**src/rtl/sync_cmd_pkg.sv**
```systemverilog
`timescale 1ns/1ps
package sync_cmd_pkg;
  typedef enum logic [7:0] {
    CMD_XCVR  = 8'h22,
    CMD_LOCAL = 8'hDD,
    CMD_SYNC  = 8'hEE
  } cmd_e;

  typedef enum logic [1:0] {
    XS_IDLE,
    XS_WAIT,
    XS_RST,
    XS_QUIET
  } xs_e;
endpackage

```
**src/rtl/sync_frame_rx.sv**
```systemverilog
`timescale 1ns/1ps
module sync_frame_rx
  import sync_cmd_pkg::*;
#(
  parameter int FRAME_CYC = 24
) (
  input  logic       clk_i,
  input  logic       rst_ni,
  input  logic       stb_i,
  input  logic [7:0] code_i,
  output logic       act_sync_o,
  output logic       act_local_o,
  output logic       act_xcvr_o,
  output logic [7:0] code_o
);
  localparam int CW = $clog2(FRAME_CYC + 1);
  localparam logic [CW-1:0] LAST = CW'(FRAME_CYC - 1);

  logic          busy_q;
  logic          done_q;
  logic [CW-1:0] cnt_q;
  logic [7:0]    code_q;

  always_ff @(posedge clk_i or negedge rst_ni) begin
    if (!rst_ni) begin
      busy_q <= 1'b0;
      done_q <= 1'b0;
      cnt_q  <= '0;
      code_q <= '0;
    end else begin
      done_q <= 1'b0;
      if (!busy_q) begin
        if (stb_i) begin
          busy_q <= 1'b1;
          cnt_q  <= LAST;
          code_q <= code_i;
        end
      end else if (cnt_q == '0) begin
        // the action fires only once the full frame has elapsed
        busy_q <= 1'b0;
        done_q <= 1'b1;
      end else begin
        cnt_q <= cnt_q - 1'b1;
      end
    end
  end

  assign act_sync_o  = done_q && (code_q == CMD_SYNC);
  assign act_local_o = done_q && (code_q == CMD_LOCAL);
  assign act_xcvr_o  = done_q && (code_q == CMD_XCVR);
  assign code_o      = code_q;
endmodule

```
**src/rtl/sync_pulse_gen.sv**
```systemverilog
`timescale 1ns/1ps
module sync_pulse_gen #(
  parameter int LEN = 1000
) (
  input  logic clk_i,
  input  logic rst_ni,
  input  logic trig_i,
  output logic pulse_o
);
  localparam int CW = $clog2(LEN + 1);

  logic [CW-1:0] cnt_q;

  always_ff @(posedge clk_i or negedge rst_ni) begin
    if (!rst_ni) begin
      cnt_q <= '0;
    end else if (trig_i) begin
      // a new trigger restarts the full length
      cnt_q <= CW'(LEN);
    end else if (cnt_q != '0) begin
      cnt_q <= cnt_q - 1'b1;
    end
  end

  assign pulse_o = (cnt_q != '0);
endmodule

```
**src/rtl/sync_xcvr_seq.sv**
```systemverilog
`timescale 1ns/1ps
module sync_xcvr_seq
  import sync_cmd_pkg::*;
#(
  parameter int XRST_CYC = 16,
  parameter int IDLE_CYC = 250000
) (
  input  logic clk_i,
  input  logic rst_ni,
  input  logic req_i,
  input  logic lock_i,
  output logic xrst_o,
  output logic idle_o
);
  localparam int MAXC = (IDLE_CYC > XRST_CYC) ? IDLE_CYC : XRST_CYC;
  localparam int CW = $clog2(MAXC + 1);
  localparam logic [CW-1:0] XRST_LAST = CW'(XRST_CYC - 1);
  localparam logic [CW-1:0] IDLE_LAST = CW'(IDLE_CYC - 1);

  xs_e           st_q;
  logic [CW-1:0] cnt_q;

  always_ff @(posedge clk_i or negedge rst_ni) begin
    if (!rst_ni) begin
      st_q  <= XS_IDLE;
      cnt_q <= '0;
    end else begin
      unique case (st_q)
        XS_IDLE: begin
          if (req_i) st_q <= XS_WAIT;
        end
        XS_WAIT: begin
          if (lock_i) begin
            st_q  <= XS_RST;
            cnt_q <= XRST_LAST;
          end
        end
        XS_RST: begin
          if (cnt_q == '0) begin
            st_q  <= XS_QUIET;
            cnt_q <= IDLE_LAST;
          end else begin
            cnt_q <= cnt_q - 1'b1;
          end
        end
        XS_QUIET: begin
          if (cnt_q == '0) st_q <= XS_IDLE;
          else             cnt_q <= cnt_q - 1'b1;
        end
        default: st_q <= XS_IDLE;
      endcase
    end
  end

  assign xrst_o = (st_q == XS_RST);
  assign idle_o = (st_q == XS_RST) || (st_q == XS_QUIET);
endmodule

```
**src/rtl/sync_tx_align.sv**
```systemverilog
`timescale 1ns/1ps
module sync_tx_align #(
  parameter int GRID_CYC = 48
) (
  input  logic       clk_i,
  input  logic       rst_ni,
  input  logic       master_i,
  input  logic       req_i,
  input  logic [7:0] code_i,
  output logic       start_o,
  output logic [7:0] code_o,
  output logic       tick_o
);
  localparam int GW = $clog2(GRID_CYC);
  localparam logic [GW-1:0] GRID_LAST = GW'(GRID_CYC - 1);

  logic [GW-1:0] grid_q;
  logic          pend_q;
  logic [7:0]    pend_code_q;

  assign tick_o = (grid_q == GRID_LAST);

  always_ff @(posedge clk_i or negedge rst_ni) begin
    if (!rst_ni) begin
      grid_q <= '0;
    end else if (tick_o) begin
      grid_q <= '0;
    end else begin
      grid_q <= grid_q + 1'b1;
    end
  end

  always_ff @(posedge clk_i or negedge rst_ni) begin
    if (!rst_ni) begin
      pend_q      <= 1'b0;
      pend_code_q <= '0;
      start_o     <= 1'b0;
      code_o      <= '0;
    end else begin
      start_o <= 1'b0;
      if (pend_q) begin
        // while one request waits, further requests are dropped
        if (tick_o || !master_i) begin
          start_o <= 1'b1;
          code_o  <= pend_code_q;
          pend_q  <= 1'b0;
        end
      end else if (req_i) begin
        if (!master_i || tick_o) begin
          start_o <= 1'b1;
          code_o  <= code_i;
        end else begin
          pend_q      <= 1'b1;
          pend_code_q <= code_i;
        end
      end
    end
  end
endmodule

```
**src/rtl/sync_cmd_dec.sv**
```systemverilog
`timescale 1ns/1ps
module sync_cmd_dec
  import sync_cmd_pkg::*;
#(
  parameter int FRAME_CYC = 24,
  parameter int SYNC_CYC  = 1000,
  parameter int LOCAL_CYC = 8,
  parameter int XRST_CYC  = 16,
  parameter int IDLE_CYC  = 250000,
  parameter int GRID_CYC  = 48
) (
  input  logic       clk_i,
  input  logic       rst_ni,
  input  logic       code_stb_i,
  input  logic [7:0] code_i,
  input  logic       lock_i,
  input  logic       master_i,
  input  logic       tx_req_i,
  input  logic [7:0] tx_code_i,
  output logic       sync_rst_o,
  output logic       local_rst_o,
  output logic       xcvr_rst_o,
  output logic       rx_idle_o,
  output logic       fwd_stb_o,
  output logic [7:0] fwd_code_o,
  output logic       tx_start_o,
  output logic [7:0] tx_code_o
);
  logic       act_sync;
  logic       act_local;
  logic       act_xcvr;
  logic [7:0] act_code;
  logic       grid_tick;

  sync_frame_rx #(.FRAME_CYC(FRAME_CYC)) u_rx (
    .clk_i       (clk_i),
    .rst_ni      (rst_ni),
    .stb_i       (code_stb_i),
    .code_i      (code_i),
    .act_sync_o  (act_sync),
    .act_local_o (act_local),
    .act_xcvr_o  (act_xcvr),
    .code_o      (act_code)
  );

  sync_pulse_gen #(.LEN(SYNC_CYC)) u_sync_pulse (
    .clk_i   (clk_i),
    .rst_ni  (rst_ni),
    .trig_i  (act_sync),
    .pulse_o (sync_rst_o)
  );

  sync_pulse_gen #(.LEN(LOCAL_CYC)) u_local_pulse (
    .clk_i   (clk_i),
    .rst_ni  (rst_ni),
    .trig_i  (act_local),
    .pulse_o (local_rst_o)
  );

  sync_xcvr_seq #(.XRST_CYC(XRST_CYC), .IDLE_CYC(IDLE_CYC)) u_xcvr (
    .clk_i  (clk_i),
    .rst_ni (rst_ni),
    .req_i  (act_xcvr),
    .lock_i (lock_i),
    .xrst_o (xcvr_rst_o),
    .idle_o (rx_idle_o)
  );

  // the local-only code is never forwarded
  always_ff @(posedge clk_i or negedge rst_ni) begin
    if (!rst_ni) begin
      fwd_stb_o  <= 1'b0;
      fwd_code_o <= '0;
    end else begin
      fwd_stb_o <= act_sync || act_xcvr;
      if (act_sync || act_xcvr) fwd_code_o <= act_code;
    end
  end

  sync_tx_align #(.GRID_CYC(GRID_CYC)) u_tx (
    .clk_i    (clk_i),
    .rst_ni   (rst_ni),
    .master_i (master_i),
    .req_i    (tx_req_i),
    .code_i   (tx_code_i),
    .start_o  (tx_start_o),
    .code_o   (tx_code_o),
    .tick_o   (grid_tick)
  );
endmodule

```
**config.mk**
```make
export PLATFORM = sky130hd
export DESIGN_NAME = sync_cmd_dec
export DESIGN_NICKNAME = d
export VERILOG_FILES = /design/src/rtl/sync_cmd_pkg.sv /design/src/rtl/sync_frame_rx.sv /design/src/rtl/sync_pulse_gen.sv /design/src/rtl/sync_xcvr_seq.sv /design/src/rtl/sync_tx_align.sv /design/src/rtl/sync_cmd_dec.sv
export SDC_FILE = /design/constraint.sdc
export NUM_CORES = 1
export LEC_CHECK = 0
export ABC_AREA = 1
export BUFFER_PORTS_ARGS = -buffer_cell sky130_fd_sc_hd__buf_2
export CAP_MARGIN = 15
export CORE_MARGIN = 2
export CORE_UTILIZATION = 55
export DETAILED_ROUTE_END_ITERATION = 10
export HOLD_SLACK_MARGIN = 0.03
export PLACE_DENSITY = 0.75
export SLEW_MARGIN = 20
export SYNTH_ARGS = -nofsm -noshare
export SYNTH_HDL_FRONTEND = slang
export SYNTH_HIERARCHICAL = 1
export SYNTH_SLANG_ARGS = --single-unit
```
**constraint.sdc**
```tcl
create_clock -name clk_i -period 4.05 [get_ports clk_i]
set_input_delay 1.0125 -clock clk_i [delete_from_list [all_inputs] [get_ports clk_i]]
set_output_delay 1.0125 -clock clk_i [all_outputs]
set_load 0.1 [all_outputs]
```
Yosys cells after proc, flatten, opt, wreduce, memory -nomap -nowiden
Index checks and enable logic that the tools add are counted.
{"block": "word_totals", "reg_bits": 82, "in_bits": 22, "elab_cells": 91}
{"block": "classes", "n_addsub": 5, "eq_ne": 13, "muxes": 32, "n_bitwise": 3, "n_reduce_logical": 23}
{"op": "two-way mux 18 bit", "n": 3}
{"op": "one-hot mux 18 bit (3 select lines)", "n": 1}
{"op": "two-way mux 8 bit", "n": 4}
{"op": "two-way mux 10 bit", "n": 2}
{"op": "logical NOT 18 bit", "n": 1}
{"op": "subtractor 18 x 1 -> 18 bit, second input constant", "n": 1}
{"op": "equality test 8 bit, second input constant", "n": 2}
{"op": "two-way mux 5 bit", "n": 3}
{"op": "two-way mux 1 bit", "n": 11}
{"op": "nonzero test 10 bit", "n": 1}
{"op": "subtractor 10 x 1 -> 10 bit, second input constant", "n": 1}
{"op": "equality test 8 x 6 -> 1 bit, second input constant", "n": 1}
{"op": "two-way mux 2 bit", "n": 4}
{"op": "two-way mux 4 bit", "n": 2}
{"op": "!= test 2 bit, second input constant", "n": 4}
{"op": "one-hot mux 2 bit (4 select lines)", "n": 1}
{"op": "nonzero test 2 bit", "n": 4}
{"op": "adder 6 x 1 -> 6 bit, second input constant", "n": 1}
{"op": "equality test 6 bit, second input constant", "n": 1}
{"op": "two-way mux 6 bit", "n": 1}
{"op": "AND reduction 2 bit", "n": 3}
{"op": "AND reduction 3 bit", "n": 2}
{"op": "logical NOT 5 bit", "n": 1}
{"op": "subtractor 5 x 1 -> 5 bit, second input constant", "n": 1}
{"op": "other kinds (12)", "n": 20}

Logic depth before layout (Yosys ltp)
Gate-level depths: netlist of run 1.
{"block": "depth", "depth_word": 5, "ltp_mapped": 12}

Cells and area by module
The synthesis of run 1 kept the hierarchy.
{"mod": "sync_xcvr_seq", "n_inst": 1, "cells_per_inst": 233, "area_each_um2": 1476.4, "seq_area_each_um2": 500.5}
{"mod": "sync_tx_align", "n_inst": 1, "cells_per_inst": 132, "area_each_um2": 1124.8, "seq_area_each_um2": 600.6}
{"mod": "sync_frame_rx", "n_inst": 1, "cells_per_inst": 91, "area_each_um2": 725.7, "seq_area_each_um2": 375.4}
{"mod": "sync_pulse_gen (u_sync_pulse)", "n_inst": 1, "cells_per_inst": 78, "area_each_um2": 615.6, "seq_area_each_um2": 250.2}
{"mod": "sync_cmd_dec", "n_inst": 1, "cells_per_inst": 37, "area_each_um2": 367.9, "seq_area_each_um2": 225.2}
{"mod": "sync_pulse_gen (u_local_pulse)", "n_inst": 1, "cells_per_inst": 28, "area_each_um2": 221.5, "seq_area_each_um2": 100.1}

Worst setup path before layout of run 1
Ideal clock, no wire load.
{"block": "synth_timing", "path_type": "register -> output", "from": "reg u_xcvr.st_q[0]", "to": "out rx_idle_o", "arrival_time_ns": 2.191, "required_time_ns": 3.038, "setup_slack_ns": 0.846, "stages_incl_launch_ff": 5, "path_buffers": 0, "path_cell_list": "dfrtp_1 > inv_1 > ha_1 > nor2_1 > inv_1"}
{"block": "synth_between", "elab_chain_len": 2, "elab_cells_between_ends": 3, "cone_classes": "2 x eq/ne; 1 x reduce/logical"}
{"element": "from (decl)", "line_no": "sync_xcvr_seq.sv:20", "source": "xs_e st_q;"}
{"element": "from (signal assigned)", "line_no": "sync_xcvr_seq.sv:25", "source": "st_q <= XS_IDLE;"}
{"element": "from (signal assigned)", "line_no": "sync_xcvr_seq.sv:30", "source": "if (req_i) st_q <= XS_WAIT;"}
{"element": "from (signal assigned)", "line_no": "sync_xcvr_seq.sv:34", "source": "st_q <= XS_RST;"}
{"element": "equality test 2 bit"}
{"element": "named net xcvr_rst_o", "line_no": "sync_cmd_dec.sv:22", "source": "output logic xcvr_rst_o,"}
{"element": "logical OR 1 bit", "line_no": "sync_xcvr_seq.sv:56", "source": "assign idle_o = (st_q == XS_RST) || (st_q == XS_QUIET);"}
{"element": "to (decl)", "line_no": "sync_cmd_dec.sv:23", "source": "output logic rx_idle_o,"}
The timed path passes the listed nets, and every way through them passes these cells.

Worst setup path after layout of run 1
{"block": "layout_timing", "from": "reg u_xcvr.st_q[0]", "to": "out rx_idle_o"}
{"block": "layout_between", "elab_chain_len": 2, "elab_cells_between_ends": 3, "cone_classes": "2 x eq/ne; 1 x reduce/logical"}
{"element": "equality test 2 bit", "line_no": "sync_xcvr_seq.sv:56"}
{"element": "logical OR 1 bit (*)", "line_no": "sync_xcvr_seq.sv:56"}
Mark *: on every way between the ends. The rest lies on a longest branch, timed or not.

==> out/qor.txt, run 1 <==
clk_skew: 10.05 ps
Initial Util: 56.00%
vias per inst: 5.220
DR WL/cell: 12.11 µm
pre-CTS setup slack: 1314 ps
clock power share: 26.0%
Clock Path Buffers: 2
xor/xnor cell area share of the yosys netlist: 0.7731%
antenna cells: 0
Pleak: 2.814 nW
CTS tree: yes
status: complete, no violations
Setup TNS: 0 ps
P_int: 1.561 mW
flops & latches, synth: 82
DR vias: 3936
Final Util: 62.14%
dpl hpwl: 6492 µm
Critical Path Source Type: flop
sequential group share of total power: 44.3%
first-pass GRT wire length: 15890 µm
nets: 676
filler instances: 732
VDD IR max: 0.3007 mV
Final Setup Violations: 0
die area: 8981 µm²
RSZ-0062 raised after global routing: false
share of cells above drive strength 1: 15.25%
CTS Buf Count: 9
Placeable Area: 8093 µm²
Post-Syn Instances: 599
final hold violation count: 0
die width: 94.77 µm
critical path type: reg2out
post-route ant nets: 0
Iter 0 DRT Violations: 208
max-slew violations: 0
combinational share of power: 29.7%
Crit. End Element: output pin
Yosys cell types: 32
fmax: 0.3484 GHz
synthesized area: 4532 µm²
largest net degree at the start of global routing: 83
Post-Layout Cell Count: 754
Final WS setup: 1180 ps
commonest non-fill, non-tap cell in the layout: nand2_1
Mean Syn Cell Area: 7.566 µm²
Tcrit/Tclk final: 70.87%
most frequent cells in the layout: nand2_1, dfrtp_1, inv_1
pwr/cell area: 499.5 nW/µm²
Sw Share: 37.83%
worst min-delay path class: reg2reg
Routability Congestion: 0.8831
Area growth syn-to-layout: 10.96%
Synth Warn #: 6
Seq/Total Area, Yosys: 45.28%
WHS: 471.9 ps
Pre-antenna DRT Iters: 5
Synth Area in Compound Gates: 4.638%
DRC Markers: 0
die height: 94.77 µm
H-tree levels: 3
io pins: 44
fraction of the mapped netlist area in adder cells: 2.761%
Arr. time, crit path: 1860 ps
Total Wirelength: 9132 µm
Hold Buf Count CTS: 0
Worst EP required: 3040 ps
Site Rows: 33
Simple-Gate Fraction of Synth Area: 37.85%
clk root buf: clkbuf_8
clock-pin slew on the worst setup and hold paths: 90 ps
initial antenna violation count: 0
maxcap violations: 0
DP Cell Count: 738
PortBufs: 43
post-CTS setup buffer count: 0
mux cell area share after synthesis: 0%
Global Route Usage Sum: 22.20%
switching power: 0.9503 mW
gr ovfl total: 0
syn nets: 631
post_cts resized: 0
largest family of logic cells by synthesized area: simple AND/OR/NAND/NOR gates
CTS sink cnt: 82
vias in the first global route: 3661
Tightest Pin Transition: 940.9 ps
Tmin final: 2870 ps
Clock Latency Late Sink: 350 ps
CP Max Fanout: 7
slew margin rel.: 37.04%
[synthesized netlist by cell type, drive strengths merged]
master | instances | area [µm²]
nand2 | 205 | 819.5
inv | 83 | 311.5
dfrtp | 82 | 2052
nor2 | 70 | 332.8
nand3 | 62 | 347.8
o21ai | 29 | 152.7
nand4 | 24 | 150.1
buf | 10 | 78.82
ha | 10 | 125.1
a21oi | 5 | 25.02
nor3 | 5 | 25.02
xor2 | 4 | 35.03
or2 | 3 | 18.77
nand3b | 2 | 15.01
and2 | 1 | 6.260
clkinv | 1 | 3.750
o211ai | 1 | 7.510
o21bai | 1 | 18.77
o22ai | 1 | 6.260
[logic make-up after synthesis]
kind of cell    Yosys count
xor+xnor                  4
compound gates           37
simple gates            372
flops                    82
fa+ha+maj                10
buf+inv                  94
[per-layer routing]
metal	routed length (µm)	GRT usage (%)	part of all wire [%]
met1	4392	30.08	48
met2	4161	35.93	46
met3	438	3.751	4.8
met4	139	8.213	1.5
met5	0	0	0
[flip-flops by register name (all words and copies together) (netlist names), 2 cells and up]
register	count
u_tx/pend_code_q	8
u_tx/grid_q	6
u_rx/code_o	8
fwd_code_o	8
u_xcvr/st_q	2
u_sync_pulse/cnt_q	10
u_tx/code_o	8
u_local_pulse/cnt_q	4
u_rx/cnt_q	5
u_xcvr/cnt_q	18
[power groups by stage]
stage | Combinational [mW] | Clock (mW) | Sequential [mW]
after floorplan | 0.532 | 0 | 1.19
after global placement | 0.728 | 0 | 1.12
after detailed placement | 0.750 | 0 | 1.13
after CTS | 0.753 | 0.666 | 1.11
after global routing | 0.852 | 0.697 | 1.14
final | 0.747 | 0.652 | 1.11
[critical path: stages, from the launching register on]
cell and delay [ps]:
dfrtp_1 420, inv_1 90, ha_1 280, nor2_1 120, inv_1 140, buf_2 450
[path summary, 6_finish.rpt]
kind	from	to	slack, ps	depth (start not counted)
worst max-delay path	u_xcvr/st_q[0]$_DFFE_PN0P_	rx_idle_o	1180	5
worst min-delay path	u_tx/code_o[2]$_DFFE_PN0P_	u_tx/code_o[2]$_DFFE_PN0P_	470	2
worst max register to register	u_xcvr/st_q[1]$_DFFE_PN0P_	u_xcvr/cnt_q[15]$_DFFE_PN0P_	1700	9
worst min register to register	u_tx/code_o[2]$_DFFE_PN0P_	u_tx/code_o[2]$_DFFE_PN0P_	470	2
max in group asynchronous	rst_ni	u_tx/code_o[1]$_DFFE_PN0P_	2860	1
min in group asynchronous	rst_ni	u_sync_pulse/cnt_q[8]$_DFFE_PN0P_	670	1
[area by class of cell]
| type | instances | area, µm² | share of cell area, % |
|---|---|---|---|
| multi-input combinational | 423 | 2086 | 41.48 |
| timing repair buffer | 44 | 229.0 | 4.553 |
| inverter | 84 | 315.3 | 6.270 |
| tap | 105 | 131.4 | 2.613 |
| clock buffer | 9 | 123.9 | 2.463 |
| clock inverter | 7 | 91.34 | 1.816 |
| sequential | 82 | 2052 | 40.81 |
[through the flow]
step,total power [mW],area (µm²)
4_1_cts,2.531,5025
5_1_grt,2.683,5029
3_5_place_dp,1.876,4810
2_1_floorplan,1.721,4532
3_3_place_gp,1.849,4810
6_report,2.512,5029
Power figures use the tool's default switching activity.
==> inputs of run 2 (changes only) <==
--- a/config.mk
+++ b/config.mk
@@ -9,10 +9,10 @@
 export BUFFER_PORTS_ARGS = -buffer_cell sky130_fd_sc_hd__buf_2
 export CAP_MARGIN = 15
 export CORE_MARGIN = 2
-export CORE_UTILIZATION = 55
+export CORE_UTILIZATION = 54
 export DETAILED_ROUTE_END_ITERATION = 10
 export HOLD_SLACK_MARGIN = 0.03
-export PLACE_DENSITY = 0.75
+export PLACE_DENSITY = 0.77
 export SLEW_MARGIN = 20
 export SYNTH_ARGS = -nofsm -noshare
 export SYNTH_HDL_FRONTEND = slang
==> constraint.sdc (replaced) <==
create_clock -name clk_i -period 2.6 [get_ports clk_i]
set_input_delay 0.65 -clock clk_i [delete_from_list [all_inputs] [get_ports clk_i]]
set_output_delay 0.65 -clock clk_i [all_outputs]
set_load 0.1 [all_outputs]
==> out/qor.txt, run 2 (synthesis results as in run 1) <==
clock-pin slew on the worst setup and hold paths: 90 ps
Worst path max stage delay: 370 ps
Placeable Area: 8175 µm²
Tightest Pin Transition: 523.2 ps
PortBufs: 43
io pins: 44
dpl hpwl: 6821 µm
Tmin final: 2462 ps
DRC Markers: 0
vias in the first global route: 3684
CP most frequent cell: nand2_4
most frequent cells in the layout: nand2_1, dfrtp_1, inv_1
Critical Path Source Type: flop
switching power: 1.534 mW
max-slew violations: 0
commonest non-fill, non-tap cell in the layout: nand2_1
Global Route Usage Sum: 22.75%
CP Max Fanout: 6
CTS tree: yes
Area growth syn-to-layout: 12.23%
post-CTS setup buffer count: 0
Clock Latency Late Sink: 360 ps
antenna cells: 0
Post-Layout Cell Count: 756
Most flops, register: u_xcvr/cnt_q
fmax: 0.4062 GHz
DR vias: 3947
Pre-antenna DRT Iters: 6
Clock Path Buffers: 2
Arr. time, crit path: 1810 ps
clock power share: 27.6%
Sw Share: 37.72%
critical path type: reg2out
VDD IR max: 0.4290 mV
largest net degree at the start of global routing: 58
maxcap violations: 0
Iter 0 DRT Violations: 245
post-route ant nets: 0
RSZ-0062 raised after global routing: false
die height: 95.61 µm
filler instances: 725
die area: 9141 µm²
Crit. End Element: output pin
Largest register FFs: 18
CTS Buf Count: 9
Final Setup Violations: 0
post_cts resized: 0
H-tree levels: 3
clk root buf: clkbuf_8
Routability Congestion: 0.9351
slew margin rel.: 65.12%
first-pass GRT wire length: 16300 µm
Tcrit/Tclk final: 94.69%
Setup TNS: 0 ps
slowest CP cell: dfrtp_1
initial antenna violation count: 0
pwr/cell area: 799.7 nW/µm²
CP cell instances: inv_1 -> ha_1 -> nand2_4 -> nor2_8 -> nand2_4 -> buf_2
DP Cell Count: 741
sequential group share of total power: 42.7%
CTS sink cnt: 82
Multi-input gate area: 2088 µm²
vias per inst: 5.221
Cell Area, Placed: 4847 µm²
Final Cell Area: 5086 µm²
Initial Util: 55.43%
Site Rows: 33
P_int: 2.533 mW
final hold violation count: 0
combinational share of power: 29.7%
Hold Buf Count CTS: 0
largest registers: u_xcvr/cnt_q x18, u_sync_pulse/cnt_q x10
share of cells above drive strength 1: 15.67%
nets: 679
die width: 95.61 µm
worst min-delay path class: in2async
register area: 2052 µm²
status: complete, no violations
clk_skew: 8.350 ps
Worst EP required: 1950 ps
DR WL/cell: 12.65 µm
Pleak: 2.838 nW
gr ovfl total: 0
Total Wirelength: 9561 µm
==> run 2: metal layers <==
metal,track usage (%),wire (µm),vias up
li1,-,-,1979
met1,29.78,4252,1846
met2,37.70,4716,105
met3,4.111,402,17
met4,8.571,190,0
met5,0,0,-
==> run 2: worst max-delay path: cells and delay by family (launching register included) <==
kind	cells	cell delay, ps
buffers and inverters	2	430
flip-flops	1	370
AND/OR/NAND/NOR	3	340
adder cells (fa/ha/maj)	1	310
==> run 2: final timing paths <==
check / start / to / depth (start not counted) / slack [ps]
setup / recovery: u_sync_pulse/cnt_q[0]$_DFFE_PN0P_ / sync_rst_o / 6 / 140
setup reg to reg: u_xcvr/cnt_q[0]$_DFFE_PN0P_ / u_xcvr/cnt_q[17]$_DFFE_PN0P_ / 11 / 530
hold / removal: rst_ni / u_sync_pulse/cnt_q[8]$_DFFE_PN0P_ / 1 / 190
min in group clk_i: u_tx/grid_q[0]$_DFF_PN0_ / u_tx/grid_q[0]$_DFF_PN0_ / 1 / 460
hold reg to reg: u_tx/grid_q[0]$_DFF_PN0_ / u_tx/grid_q[0]$_DFF_PN0_ / 1 / 460
max in group asynchronous: rst_ni / u_tx/grid_q[1]$_DFF_PN0_ / 2 / 1800
==> run 2: power groups by stage <==
stage	registers, mW	clock network, mW	logic (mW)
after floorplan	1.85	0	0.829
after global placement	1.74	0	1.15
after detailed placement	1.75	0	1.20
after CTS	1.73	1.14	1.21
after global routing	1.77	1.20	1.37
final	1.73	1.12	1.21
==> run 2: cell type report <==
cell class | count | area share [%]
tap | 105 | 2.583
sequential | 82 | 40.34
timing repair buffer | 47 | 5.117
clock inverter | 6 | 2.263
clock buffer | 9 | 2.435
multi-input combinational | 423 | 41.06
inverter | 84 | 6.199
==> run 2: metrics by stage <==
step                      total power, mW  utilization, %  worst slack (ps)  hold WS [ps]
after floorplan                     2.681               -             114.1         354.4
after global placement              2.886           59.29             571.8         441.6
after detailed placement            2.944           59.29             531.0         446.4
after CTS                           4.080           62.21             131.6         199.5
after global routing                4.334           62.21             22.38         203.2
final                               4.068           62.21             138.1         185.9
